$ cat config.mk
export PLATFORM = sky130hd
export DESIGN_NAME = cbm_manager
export DESIGN_NICKNAME = d
export VERILOG_FILES = /design/src/rtl/cbm_pkg.sv /design/src/rtl/cbm_fade_unit.sv /design/src/rtl/cbm_table.sv /design/src/rtl/cbm_victim_select.sv /design/src/rtl/cbm_manager.sv
export SDC_FILE = /design/constraint.sdc
export NUM_CORES = 2
export LEC_CHECK = 0
export BUFFER_PORTS_ARGS = -buffer_cell sky130_fd_sc_hd__buf_2
export CAP_MARGIN = 5
export CORE_MARGIN = 1.5
export CORE_UTILIZATION = 55
export CTS_CLUSTER_DIAMETER = 80
export DETAILED_ROUTE_END_ITERATION = 8
export GPL_TIMING_DRIVEN = 1
export PLACE_DENSITY_LB_ADDON = 0.08
export SYNTH_ARGS = -nofsm -noshare
export SYNTH_HDL_FRONTEND = slang
export SYNTH_HIERARCHICAL = 1
export SYNTH_SLANG_ARGS = --single-unit
$ cat constraint.sdc
create_clock -name clk -period 12.07 [get_ports clk]
set_input_delay 2.414 -clock clk [delete_from_list [all_inputs] [get_ports clk]]
set_output_delay 2.414 -clock clk [all_outputs]
set_load 0.01 [all_outputs]
$ cat src/rtl/cbm_pkg.sv
// Package: constants shared by the residency controller.
// Assumes the decay factor is an unsigned fraction with FRAC_W fraction bits.
package cbm_pkg;
    localparam int FRAC_W   = 8;
    localparam int FADE_W   = FRAC_W + 1;
    localparam int FADE_ONE = 1 << FRAC_W;
endpackage

$ cat src/rtl/cbm_fade_unit.sv
// Module: next value of one savings score. The score is decayed by the
// fraction fade_q / 2^FRAC_W (clipped to 1.0, truncated), then the saving
// is added when selected, with saturation.
// Assumes ADD_W <= CB_W.
module cbm_fade_unit #(
    parameter int CB_W  = 16,
    parameter int ADD_W = 12
) (
    input  logic [CB_W-1:0]           cb_in,
    input  logic [cbm_pkg::FADE_W-1:0] fade_q,
    input  logic                      add_en,
    input  logic [ADD_W-1:0]          add_val,
    output logic [CB_W-1:0]           cb_out
);
    import cbm_pkg::*;

    localparam int PROD_W = CB_W + FRAC_W;

    logic [FADE_W-1:0] fade_eff;
    logic [PROD_W-1:0] prod;
    logic [CB_W-1:0]   faded;
    logic [CB_W:0]     sum;

    // Decay, accumulate and saturate.
    always_comb begin
        fade_eff = (fade_q > FADE_W'(FADE_ONE)) ? FADE_W'(FADE_ONE) : fade_q;
        prod     = PROD_W'(cb_in) * PROD_W'(fade_eff);
        faded    = CB_W'(prod >> FRAC_W);
        sum      = {1'b0, faded} + (add_en ? (CB_W+1)'(add_val) : '0);
        cb_out   = sum[CB_W] ? '1 : sum[CB_W-1:0];
    end
endmodule

$ cat src/rtl/cbm_table.sv
// Module: per-accelerator table (runtimes, load time, area) and savings
// scores. A write loads one entry and clears its score. A request updates
// every score in the same cycle.
// Assumes a write and a request to the same entry in one cycle keep the write.
module cbm_table #(
    parameter int N_ACC  = 4,
    parameter int ID_W   = 2,
    parameter int TIME_W = 12,
    parameter int CB_W   = 16,
    parameter int AREA_W = 6
) (
    input  logic                          clk,
    input  logic                          rst_n,
    input  logic                          cfg_we,
    input  logic [ID_W-1:0]               cfg_idx,
    input  logic [TIME_W-1:0]             cfg_cpu_time,
    input  logic [TIME_W-1:0]             cfg_acc_time,
    input  logic [TIME_W-1:0]             cfg_load_time,
    input  logic [AREA_W-1:0]             cfg_area,
    input  logic [cbm_pkg::FADE_W-1:0]    fade_q,
    input  logic                          upd_en,
    input  logic [ID_W-1:0]               upd_id,
    output logic [N_ACC-1:0][CB_W-1:0]    cb_vec,
    output logic [N_ACC-1:0][TIME_W-1:0]  load_vec,
    output logic [N_ACC-1:0][AREA_W-1:0]  area_vec
);
    for (genvar g = 0; g < N_ACC; g++) begin : g_entry
        logic [TIME_W-1:0] cpu_q;
        logic [TIME_W-1:0] acc_q;
        logic [TIME_W-1:0] load_q;
        logic [AREA_W-1:0] area_q;
        logic [CB_W-1:0]   cb_q;
        logic [CB_W-1:0]   cb_nxt;
        logic [TIME_W-1:0] saving;
        logic              sel_wr;
        logic              sel_add;

        // Saving per run, never negative.
        always_comb begin
            saving  = (cpu_q > acc_q) ? (cpu_q - acc_q) : '0;
            sel_wr  = cfg_we && (cfg_idx == ID_W'(g));
            sel_add = (upd_id == ID_W'(g));
        end

        cbm_fade_unit #(.CB_W(CB_W), .ADD_W(TIME_W)) u_fade (
            .cb_in   (cb_q),
            .fade_q  (fade_q),
            .add_en  (sel_add),
            .add_val (saving),
            .cb_out  (cb_nxt)
        );

        // Entry storage: write, or score update on a request.
        always_ff @(posedge clk) begin
            if (!rst_n) begin
                cpu_q  <= '0;
                acc_q  <= '0;
                load_q <= '0;
                area_q <= '0;
                cb_q   <= '0;
            end else if (sel_wr) begin
                cpu_q  <= cfg_cpu_time;
                acc_q  <= cfg_acc_time;
                load_q <= cfg_load_time;
                area_q <= cfg_area;
                cb_q   <= '0;
            end else if (upd_en) begin
                cb_q   <= cb_nxt;
            end
        end

        assign cb_vec[g]   = cb_q;
        assign load_vec[g] = load_q;
        assign area_vec[g] = area_q;
    end
endmodule

$ cat src/rtl/cbm_victim_select.sv
// Module: greedy victim choice. Residents are ranked by ascending score,
// with ties broken by lower index. A resident is taken while the free area
// plus the area of the lower-ranked residents is below the need. Returns
// the victims, their area and their summed score.
// Assumes all widths are wide enough for the sums (set by the top).
module cbm_victim_select #(
    parameter int N_ACC  = 4,
    parameter int CB_W   = 16,
    parameter int AREA_W = 6,
    parameter int SUMA_W = 9,
    parameter int SUMB_W = 19
) (
    input  logic [N_ACC-1:0]              res_mask,
    input  logic [N_ACC-1:0][CB_W-1:0]    cb_vec,
    input  logic [N_ACC-1:0][AREA_W-1:0]  area_vec,
    input  logic [SUMA_W-1:0]             free_area,
    input  logic [SUMA_W-1:0]             need_area,
    output logic [N_ACC-1:0]              victims,
    output logic [SUMA_W-1:0]             freed_area,
    output logic [SUMB_W-1:0]             victim_cb_sum
);
    for (genvar j = 0; j < N_ACC; j++) begin : g_rank
        logic [SUMA_W-1:0] prior;
        logic              take;

        // Area available before resident j would be reached in the order.
        always_comb begin
            prior = free_area;
            for (int k = 0; k < N_ACC; k++) begin
                if (res_mask[k] &&
                    ((cb_vec[k] < cb_vec[j]) || ((cb_vec[k] == cb_vec[j]) && (k < j))))
                    prior = prior + SUMA_W'(area_vec[k]);
            end
            take = res_mask[j] && (prior < need_area);
        end

        assign victims[j] = take;
    end

    // Totals over the chosen victims.
    always_comb begin
        freed_area    = '0;
        victim_cb_sum = '0;
        for (int k = 0; k < N_ACC; k++) begin
            if (victims[k]) begin
                freed_area    = freed_area + SUMA_W'(area_vec[k]);
                victim_cb_sum = victim_cb_sum + SUMB_W'(cb_vec[k]);
            end
        end
    end
endmodule

$ cat src/rtl/cbm_manager.sv
// Module: top of the residency controller. A request updates the scores
// on the edge that samples it. The decision and the new resident set are
// registered on the next edge from the updated scores, so one decision
// follows each request at a fixed latency.
// Assumes the area of a resident entry is not rewritten.
module cbm_manager #(
    parameter int N_ACC       = 4,
    parameter int TIME_W      = 12,
    parameter int CB_W        = 16,
    parameter int AREA_W      = 6,
    parameter int REGION_AREA = 40,
    localparam int ID_W       = (N_ACC > 1) ? $clog2(N_ACC) : 1,
    localparam int SUMA_W     = $clog2(REGION_AREA + N_ACC * (2 ** AREA_W)) + 1,
    localparam int SUMB_W     = CB_W + $clog2(N_ACC) + 1
) (
    input  logic                       clk,
    input  logic                       rst_n,
    input  logic                       cfg_we,
    input  logic [ID_W-1:0]            cfg_idx,
    input  logic [TIME_W-1:0]          cfg_cpu_time,
    input  logic [TIME_W-1:0]          cfg_acc_time,
    input  logic [TIME_W-1:0]          cfg_load_time,
    input  logic [AREA_W-1:0]          cfg_area,
    input  logic [cbm_pkg::FADE_W-1:0] fade_q,
    input  logic                       req_valid,
    input  logic [ID_W-1:0]            req_id,
    output logic                       dec_valid,
    output logic                       dec_load,
    output logic [N_ACC-1:0]           dec_evict,
    output logic [N_ACC-1:0]           resident,
    output logic [SUMA_W-1:0]          area_used
);
    logic [N_ACC-1:0][CB_W-1:0]   cb_vec;
    logic [N_ACC-1:0][TIME_W-1:0] load_vec;
    logic [N_ACC-1:0][AREA_W-1:0] area_vec;

    logic              pend_valid;
    logic [ID_W-1:0]   pend_id;
    logic [CB_W-1:0]   cand_cb;
    logic [CB_W-1:0]   cand_load;
    logic [CB_W-1:0]   gain;
    logic [SUMA_W-1:0] need_area;
    logic [SUMA_W-1:0] free_area;
    logic [SUMA_W-1:0] freed_area;
    logic [SUMB_W-1:0] victim_cb_sum;
    logic [N_ACC-1:0]  victims;
    logic [N_ACC-1:0]  cand_bit;
    logic              is_res;
    logic              over_cost;
    logic              fits_region;
    logic              fits_free;
    logic              eligible;
    logic              grant;

    cbm_table #(
        .N_ACC(N_ACC), .ID_W(ID_W), .TIME_W(TIME_W), .CB_W(CB_W), .AREA_W(AREA_W)
    ) u_table (
        .clk           (clk),
        .rst_n         (rst_n),
        .cfg_we        (cfg_we),
        .cfg_idx       (cfg_idx),
        .cfg_cpu_time  (cfg_cpu_time),
        .cfg_acc_time  (cfg_acc_time),
        .cfg_load_time (cfg_load_time),
        .cfg_area      (cfg_area),
        .fade_q        (fade_q),
        .upd_en        (req_valid),
        .upd_id        (req_id),
        .cb_vec        (cb_vec),
        .load_vec      (load_vec),
        .area_vec      (area_vec)
    );

    // Candidate view and the load verdict for the pending request.
    always_comb begin
        cand_cb     = cb_vec[pend_id];
        cand_load   = CB_W'(load_vec[pend_id]);
        need_area   = SUMA_W'(area_vec[pend_id]);
        free_area   = SUMA_W'(REGION_AREA) - area_used;
        cand_bit    = N_ACC'(1) << pend_id;
        is_res      = |(resident & cand_bit);
        over_cost   = cand_cb > cand_load;
        fits_region = need_area <= SUMA_W'(REGION_AREA);
        fits_free   = need_area <= free_area;
        gain        = cand_cb - cand_load;
        eligible    = !is_res && over_cost && fits_region;
        grant       = eligible && (fits_free || (SUMB_W'(gain) > victim_cb_sum));
    end

    cbm_victim_select #(
        .N_ACC(N_ACC), .CB_W(CB_W), .AREA_W(AREA_W), .SUMA_W(SUMA_W), .SUMB_W(SUMB_W)
    ) u_victim (
        .res_mask      (resident),
        .cb_vec        (cb_vec),
        .area_vec      (area_vec),
        .free_area     (free_area),
        .need_area     (need_area),
        .victims       (victims),
        .freed_area    (freed_area),
        .victim_cb_sum (victim_cb_sum)
    );

    // Request pipeline stage: remember which request awaits a decision.
    always_ff @(posedge clk) begin
        if (!rst_n) begin
            pend_valid <= 1'b0;
            pend_id    <= '0;
        end else begin
            pend_valid <= req_valid;
            pend_id    <= req_id;
        end
    end

    // Decision register and resident bookkeeping.
    always_ff @(posedge clk) begin
        if (!rst_n) begin
            dec_valid <= 1'b0;
            dec_load  <= 1'b0;
            dec_evict <= '0;
            resident  <= '0;
            area_used <= '0;
        end else begin
            dec_valid <= pend_valid;
            dec_load  <= pend_valid && grant;
            dec_evict <= (pend_valid && grant) ? victims : '0;
            if (pend_valid && grant) begin
                resident  <= (resident & ~victims) | cand_bit;
                area_used <= area_used - freed_area + need_area;
            end
        end
    end

    AST_AREA_BOUND: assert property (@(posedge clk) disable iff (!rst_n)
        area_used <= SUMA_W'(REGION_AREA));

    AST_DECISION_LATENCY: assert property (@(posedge clk) disable iff (!rst_n)
        dec_valid |-> $past(req_valid, 2));

    AST_RESIDENT_NO_LOAD: assert property (@(posedge clk) disable iff (!rst_n)
        (pend_valid && is_res) |=> (!dec_load && $stable(resident) && $stable(area_used)));

    AST_LOAD_ABOVE_COST: assert property (@(posedge clk) disable iff (!rst_n)
        (pend_valid && !over_cost) |=> !dec_load);

    AST_EVICT_WAS_RESIDENT: assert property (@(posedge clk) disable iff (!rst_n)
        dec_valid |-> ((dec_evict & ~$past(resident)) == '0));

    AST_VICTIMS_COVER_NEED: assert property (@(posedge clk) disable iff (!rst_n)
        (pend_valid && eligible && !fits_free) |-> (free_area + freed_area >= need_area));

    AST_FIT_NO_EVICT: assert property (@(posedge clk) disable iff (!rst_n)
        (pend_valid && eligible && fits_free) |=> (dec_load && dec_evict == '0));
endmodule

# == Word-level counts from Yosys, hierarchy flattened ==
# Index checks and enable logic that the tools add are counted.
# op_classes
eq_ne,12
n_reduce_logical,44
n_mul,4
addsub,31
n_mux,43
magnitude_cmp,30
n_shift,1
n_bitwise,5
# ops
op,count
$lt A16 B16 Y1,16
$mux W10,19
$add A10 B6 Y10,17
$mux W12,9
$eq A16 B16 Y1,6
$mul A16 B9 Y24,4
$mux W16,6
$add A16 B12 Y17,4
$add A19 B16 Y19,3
$mux W19,3
$gt A12 B12 Y1,4
$sub A12 B12 Y12,4
$lt A10 B6 Y1,4
$bmux W16 S2,1
$logic_and A1 B1 Y1,28
$bmux W12 S2,1
$gt A16 B19 Y1,1
$gt A16 B12 Y1,1
$sub A16 B12 Y16,1
$bmux W6 S2,1
$mux W6,2
$le A6 B10 Y1,1
$sub A10 B10 Y10,1
$sub A6 B10 Y10 const A,1
17 further kinds,32
# totals
regBits,255
word_cells,197
in_bits,59

# == Logic depth before layout (Yosys ltp) ==
# depth
word_depth,23
ltp_mapped,67

# == Cells and area by module ==
# The synthesis kept the hierarchy.
# modules_own_cells
module,area_each_um2,cells_each,n_inst,seq_area_each_um2
cbm_victim_select,11050.6,1479,1,0.0
cbm_table,11040.6,1343,1,4644.5
cbm_fade_unit (u_table.g_entry[0].u_fade ...),5048.6,613,2,0.0
cbm_fade_unit (u_table.g_entry[3].u_fade),5084.9,619,1,0.0
cbm_fade_unit (u_table.g_entry[2].u_fade),5078.6,602,1,0.0
cbm_manager,3763.6,425,1,460.4

# == Worst setup path after synthesis ==
# OpenSTA, ideal clock, no wires.
# synth_path
path_kind,reg2reg
start,register u_table.g_entry[1].cb_q[15]
end,register resident[0]
t_arrival_ns,12.775
setup_slack_ns,-0.806
stages_incl_launch_ff,63
period_less_slack_ns,12.876
setup_ns,0.101
t_required_ns,11.969
cell_sequence,dfxtp_1 -> inv_1 -> ha_1 -> nand4_1 -> nor3b_1 -> a2111oi_4 -> a31oi_4 -> mux2_4 -> ha_1 -> fa_1 -> mux2i_1 -> inv_1 -> ha_1 -> a21o_1 -> a21oi_1 -> o21bai_1 -> a21oi_1 -> nor2b_1 -> [27 not listed] -> mux2i_1 -> ha_1 -> or3_1 -> a311oi_1 -> o31ai_1 -> a21oi_1 -> nand2b_1 -> a21oi_1 -> o21ai_0 -> mux2_2 -> o2bb2ai_1 -> nor3_1 -> nand4_1 -> or4_1 -> a2111o_1 -> clkbuf_1 -> a31o_1 -> o41ai_1
# synth_lines
element,line,text
"start, declared",cbm_table.sv:32,logic [CB_W-1:0] cb_q;
"start signal, assigned",cbm_table.sv:68,cb_q <= cb_nxt;
$lt A16 B16 Y1 (*),cbm_victim_select.sv:31,((cb_vec[k] < cb_vec[j]) || ((cb_vec[k] == cb_vec[j]) && (k < j))))
$logic_and A1 B1 Y1 (*),cbm_victim_select.sv:30,if (res_mask[k] &&
$mux W10 (*),cbm_victim_select.sv:30,
$add A10 B6 Y10,cbm_victim_select.sv:32,prior = prior + SUMA_W'(area_vec[k]);
$mux W10 (*),cbm_victim_select.sv:30,
$add A10 B6 Y10,cbm_victim_select.sv:32,
$mux W10 (*),cbm_victim_select.sv:30,
$lt A10 B6 Y1 (*),cbm_victim_select.sv:34,take = res_mask[j] && (prior < need_area);
[1 not listed],--,
via u_victim.g_rank[0].take,cbm_victim_select.sv:24,logic take;
[4 not listed],--,
$mux W19 (*),cbm_victim_select.sv:45,if (victims[k]) begin
$add A19 B16 Y19,cbm_victim_select.sv:47,victim_cb_sum = victim_cb_sum + SUMB_W'(cb_vec[k]);
$mux W19 (*),cbm_victim_select.sv:45,
via victim_cb_sum[17],cbm_manager.sv:45,logic [SUMB_W-1:0] victim_cb_sum;
$gt A16 B19 Y1 (*),cbm_manager.sv:87,grant = eligible && (fits_free || (SUMB_W'(gain) > victim_cb_sum));
$logic_or A1 B1 Y1 (*),cbm_manager.sv:87,
$logic_and A1 B1 Y1 (*),cbm_manager.sv:87,
$logic_and A1 B1 Y1 (*),cbm_manager.sv:126,if (pend_valid && grant) begin
"end signal, assigned",cbm_manager.sv:127,resident <= (resident & ~victims) | cand_bit;
"end, declared",cbm_manager.sv:30,"output logic [N_ACC-1:0] resident,"
# Mark *: on every way through the listed nets, which the timed path passes. The rest lies on a longest branch. The select of a mux whose other input is x is not followed.
# A chain may end at the register's enable or synchronous reset.

# == Worst setup path after layout ==
# layout_path
start,register u_table.g_entry[1].cb_q[15]
end,register resident[3]
# layout_lines
element,line,text
$lt A16 B16 Y1 (*),cbm_victim_select.sv:31,
$logic_and A1 B1 Y1 (*),cbm_victim_select.sv:30,
$mux W10 (*),cbm_victim_select.sv:30,
$add A10 B6 Y10,cbm_victim_select.sv:32,
$mux W10 (*),cbm_victim_select.sv:30,
$add A10 B6 Y10,cbm_victim_select.sv:32,
$mux W10 (*),cbm_victim_select.sv:30,
$lt A10 B6 Y1 (*),cbm_victim_select.sv:34,
[1 not listed],--,
via victims[0],cbm_manager.sv:46,logic [N_ACC-1:0] victims;
[4 not listed],--,
$mux W19 (*),cbm_victim_select.sv:45,
$add A19 B16 Y19,cbm_victim_select.sv:47,
$mux W19 (*),cbm_victim_select.sv:45,
via victim_cb_sum[14],cbm_manager.sv:45,
$gt A16 B19 Y1 (*),cbm_manager.sv:87,
$logic_or A1 B1 Y1 (*),cbm_manager.sv:87,
$logic_and A1 B1 Y1 (*),cbm_manager.sv:87,
$logic_and A1 B1 Y1 (*),cbm_manager.sv:126,
# Marks and branches as above.

==> results <==
- The run finished, with violations left.
- The checks that failed: negative setup slack.
- At the end of routability-driven placement, the weighted congestion stood at 0.9849.
- The share of total power dissipated in combinational logic is 47.7%.
- The largest clock skew in the final design is 0.02771 ns.
- The count of antenna-violating nets left after detailed routing is 0.
- Entering global routing, the biggest net connects 91 pins.
- The dominant cell type by area after synthesis is sky130_fd_sc_hd__fa_1.
- For this configuration, the core starts out at a cell density of 55.37%.
- The number of buffers inserted for hold repair after clock tree synthesis is 0.
- On the critical path, the stage with the largest delay is an instance of sky130_fd_sc_hd__fa_2.
- Clock tree synthesis inserted a total of 31 buffers.
- The clock network accounts for 28.6% of the total power.
- Each instance of the synthesized netlist takes up on average 8.099 um^2.
- The internal power is 0.002287 W.
- Among the stages of the critical path, the cell type that occurs most often is sky130_fd_sc_hd__ha_4.
- The placeable core region is 0.08329 mm^2.
- In the final layout, the share of cells above drive strength 1 is 14.63%.
- During I/O placement, the number of pins put on the boundary was 79.
- The number of hold-slack violations in the final timing report came to 0.
- The register share of total power is 23.6%.
- The leading register cell type out of synthesis is sky130_fd_sc_hd__dfxtp_1.
- After detailed routing, the total wire length is 155.1 mm.
- Global routing used 35.84% of the available tracks across all layers.
- The clock period minus final worst setup slack is 12.64 ns.
- The cell with the most instances after synthesis is sky130_fd_sc_hd__nand2_1.
- Sorting the synthesized cells by area gives the leading types as sky130_fd_sc_hd__fa_1 18%, sky130_fd_sc_hd__ha_1 15%, sky130_fd_sc_hd__dfxtp_1 11%, sky130_fd_sc_hd__nand2_1 6.4%, sky130_fd_sc_hd__inv_1 6.0%.
- The total via count after detailed routing is 41884.
- In the routed layout, each cell is associated on average with a via count of 5.874.
- Derived from the worst setup path, the maximum achievable clock frequency is 79.13 MHz.
- The tool flagged a number of max-cap violations equal to 0.
- The number of enable flip-flop cells after synthesis is 0.
- The initial antenna violation count is 4.
- The critical path class is reg -> reg.
- The maximum level of the CTS H-tree is 1.
- The maximum buffer depth of the clock tree is 3.
- On the worst path, the slowest cell contributes a delay of 0.54 ns.
- The tree is rooted in a sky130_fd_sc_hd__clkbuf_16.
- The number of warnings issued by yosys is 6.
- The pre-CTS worst setup slack is -0.7880 ns.
- Compared with the post-synthesis result, the final layout area differs by 13.09%.
- The worst hold path class is reg -> reg.
- The design draws 0.003811 W.
- In the final layout, the multi-input gates occupy 0.03805 mm^2.
- STA classifies the critical path startpoint as a flip-flop.
- The wire length of the first global-routing pass is 237.7 mm.
- The number of instances in the synthesized netlist is 5694.
- The starting DRC count in detailed routing is 3729.
- The endpoint required time on the critical path is 12.60 ns.
- Yosys mapped the design onto 120 distinct sky130hd cell types.
- The via count of the first global-routing pass is 40869.
- In this run the core area contains 106 standard-cell rows.
- Fill cells in the final layout number 7473.
- In this run the power density over the cells is 73.07 mW/mm^2.
- The die extent in x is 292.6 um.
- The flip-flop and latch area is 0.005126 mm^2.
- The headroom to the max-slew limit is 21.95%.
- The clock slew seen by the registers of the worst setup and hold paths is 0.07 ns.
- After layout, the worst path uses 104.7% of the clock period.
- At the pin with the least slew margin, the transition time is 1.168 ns.
- Setup repair after global routing could not meet its margin everywhere.
- Before antenna repair, the detailed router went through 9 iterations.
- The endpoint class of the critical path is a flip-flop.
- The fraction of synthesized cell area taken by the top area cell type is 18.19%.
- Net switching is 39.98% of the power.
- The detail-routed net length per standard cell is 21.75 um.
- For this run the aggregate overflow at the end of global routing stands at 0.
- The number of max-slew violations in the final report was 0.
- The detailed-placement wirelength estimate is 121.5 mm.
- Setup slack on the critical path of the routed design comes to -0.5669 ns.
- The part of the Yosys area used for sequential elements is 11.07%.
- Summed over all nets, the switching power comes to 0.001523 W.
- The data arrival time of the worst path is 13.17 ns.
- The number of flip-flops and latches in the synthesized netlist is 255.
- In the routed design, unresolved DRC markers number 0.
- Of all nets on the critical path, the largest fanout is 7.
- The leakage power total is 26.08 nW.
- The clock net in this run drives a total of 255 sinks.
- The clock latency on the worst-skew pair is 0.63 ns.
- In the final design database the tool counted 7062 nets.
- Counting flops with an async set or reset pin after synthesis yields a share of 0%.
- The number of buffers added on ports is 78.
- IR analysis of the VDD net gives a maximum drop of 135.3 uV.
- The mapped cell area is 0.04612 mm^2.
- The TritonCTS clock tree is yes.
- Sorting the synthesized cells by how often they occur yields 789 x sky130_fd_sc_hd__nand2_1, 735 x sky130_fd_sc_hd__inv_1, 559 x sky130_fd_sc_hd__ha_1.
- The floorplan step set the die height to 292.6 um.
- The die covers 0.08559 mm^2.
- Setup violations remaining at the end of the flow were counted as 19.
-- layout by cell type, fill, tap and decap left out, drive strengths merged, types with 47 or more instances in the layout --
cell type / count
nor2: 282
a21oi: 254
dfxtp: 255
a21boi: 173
nand4: 67
and2: 353
a21o: 102
o21ai: 180
nor3: 87
buf: 504
nand3: 80
o21a: 65
nand2: 825
nor2b: 70
mux2i: 103
xor2: 99
fa: 419
ha: 559
inv: 745
a211oi: 47
xnor2: 169
-- critical path, delay by kind of cell (launching register included) --
kind,cells,cell delay [ns]
buffers and inverters,6,0.65
XOR/XNOR,4,0.66
AO/OA/AOI/OAI,21,4.43
multiplexers,4,0.74
AND/OR/NAND/NOR,18,3.04
adder cells (fa/ha/maj),9,2.67
flip-flops,1,0.36
-- cell type report --
type | instances | area share (%)
antenna | 1 | 0.004798
clock buffer | 38 | 1.634
clock inverter | 19 | 0.6190
inverter | 736 | 5.302
multi-input combinational | 4496 | 72.96
sequential | 255 | 9.829
tap | 1080 | 2.591
timing repair buffer | 505 | 7.065
-- path summary, 6_finish.rpt --
check,start,endpoint,slack [ns],depth (start not counted)
setup / recovery,u_table/g_entry[1].cb_q[15]$_SDFFE_PP0P_,resident[3]$_SDFFE_PN0P_,-0.57,62
hold / removal,u_table/g_entry[1].load_q[9]$_SDFFE_PN0P_,u_table/g_entry[1].load_q[9]$_SDFFE_PN0P_,0.46,2
setup reg to reg,u_table/g_entry[1].cb_q[15]$_SDFFE_PP0P_,resident[3]$_SDFFE_PN0P_,-0.57,62
hold reg to reg,u_table/g_entry[1].load_q[9]$_SDFFE_PN0P_,u_table/g_entry[1].load_q[9]$_SDFFE_PN0P_,0.46,2
-- sequential cells by signal, indices dropped and copies added (netlist names) --
name / count
u_table/g_entry.area_q: 24
dec_evict: 4
u_table/g_entry.acc_q: 48
dec_valid: 1
u_table/g_entry.cpu_q: 48
u_table/g_entry.cb_q: 64
pend_valid: 1
area_used: 10
dec_load: 1
pend_id: 2
u_table/g_entry.load_q: 48
resident: 4
-- power groups by stage --
stage	clock network, W	logic, W	registers (W)
detailed placement	0	0.00170	0.000919
global route	0.00113	0.00196	0.000904
floorplan	0	0.00109	0.000923
CTS	0.00110	0.00175	0.000901
finish	0.00109	0.00182	0.000901
global placement	0	0.00168	0.000918
-- repair_timing --
action	4_1_cts	5_1_grt
setup buffers	32	8
pin swaps	48	74
endpoints found under the setup margin	19	19
cloned	1	1
gates resized for setup	37	88
-- layer usage --
layer	part of all wire [%]	global-route usage, %	up-vias
li1	-	-	19760
met1	43	48.61	20323
met2	45	58.22	1508
met3	8.1	5.380	291
met4	3.8	12.32	2
met5	0.0084	0	-
-- through the flow --
step	instances	area (um^2)	utilization, %	hold WS, ns	TNS [ns]
after floorplan	5697	46270	-	0.4299	0
after global placement	7030	50050	60.10	0.4490	-10.75
after detailed placement	7030	50050	60.10	0.4571	-13.37
after CTS	7120	51670	62.03	0.4662	-5.262
after global routing	7129	52150	62.61	0.4872	-19.81
final	7130	52150	62.62	0.4616	-10.05
-- cells by family after synthesis --
| kind of cell | Yosys count | synth area share, % |
|---|---|---|
| other cells | 2 | 0.01629 |
| buf+inv | 947 | 7.971 |
| compound gates | 1096 | 16.50 |
| flops | 255 | 11.07 |
| mux | 173 | 4.816 |
| xor+xnor | 270 | 5.188 |
| fa+ha+maj | 979 | 33.38 |
| simple gates | 1972 | 21.06 |
Power figures use the tool's default switching activity.
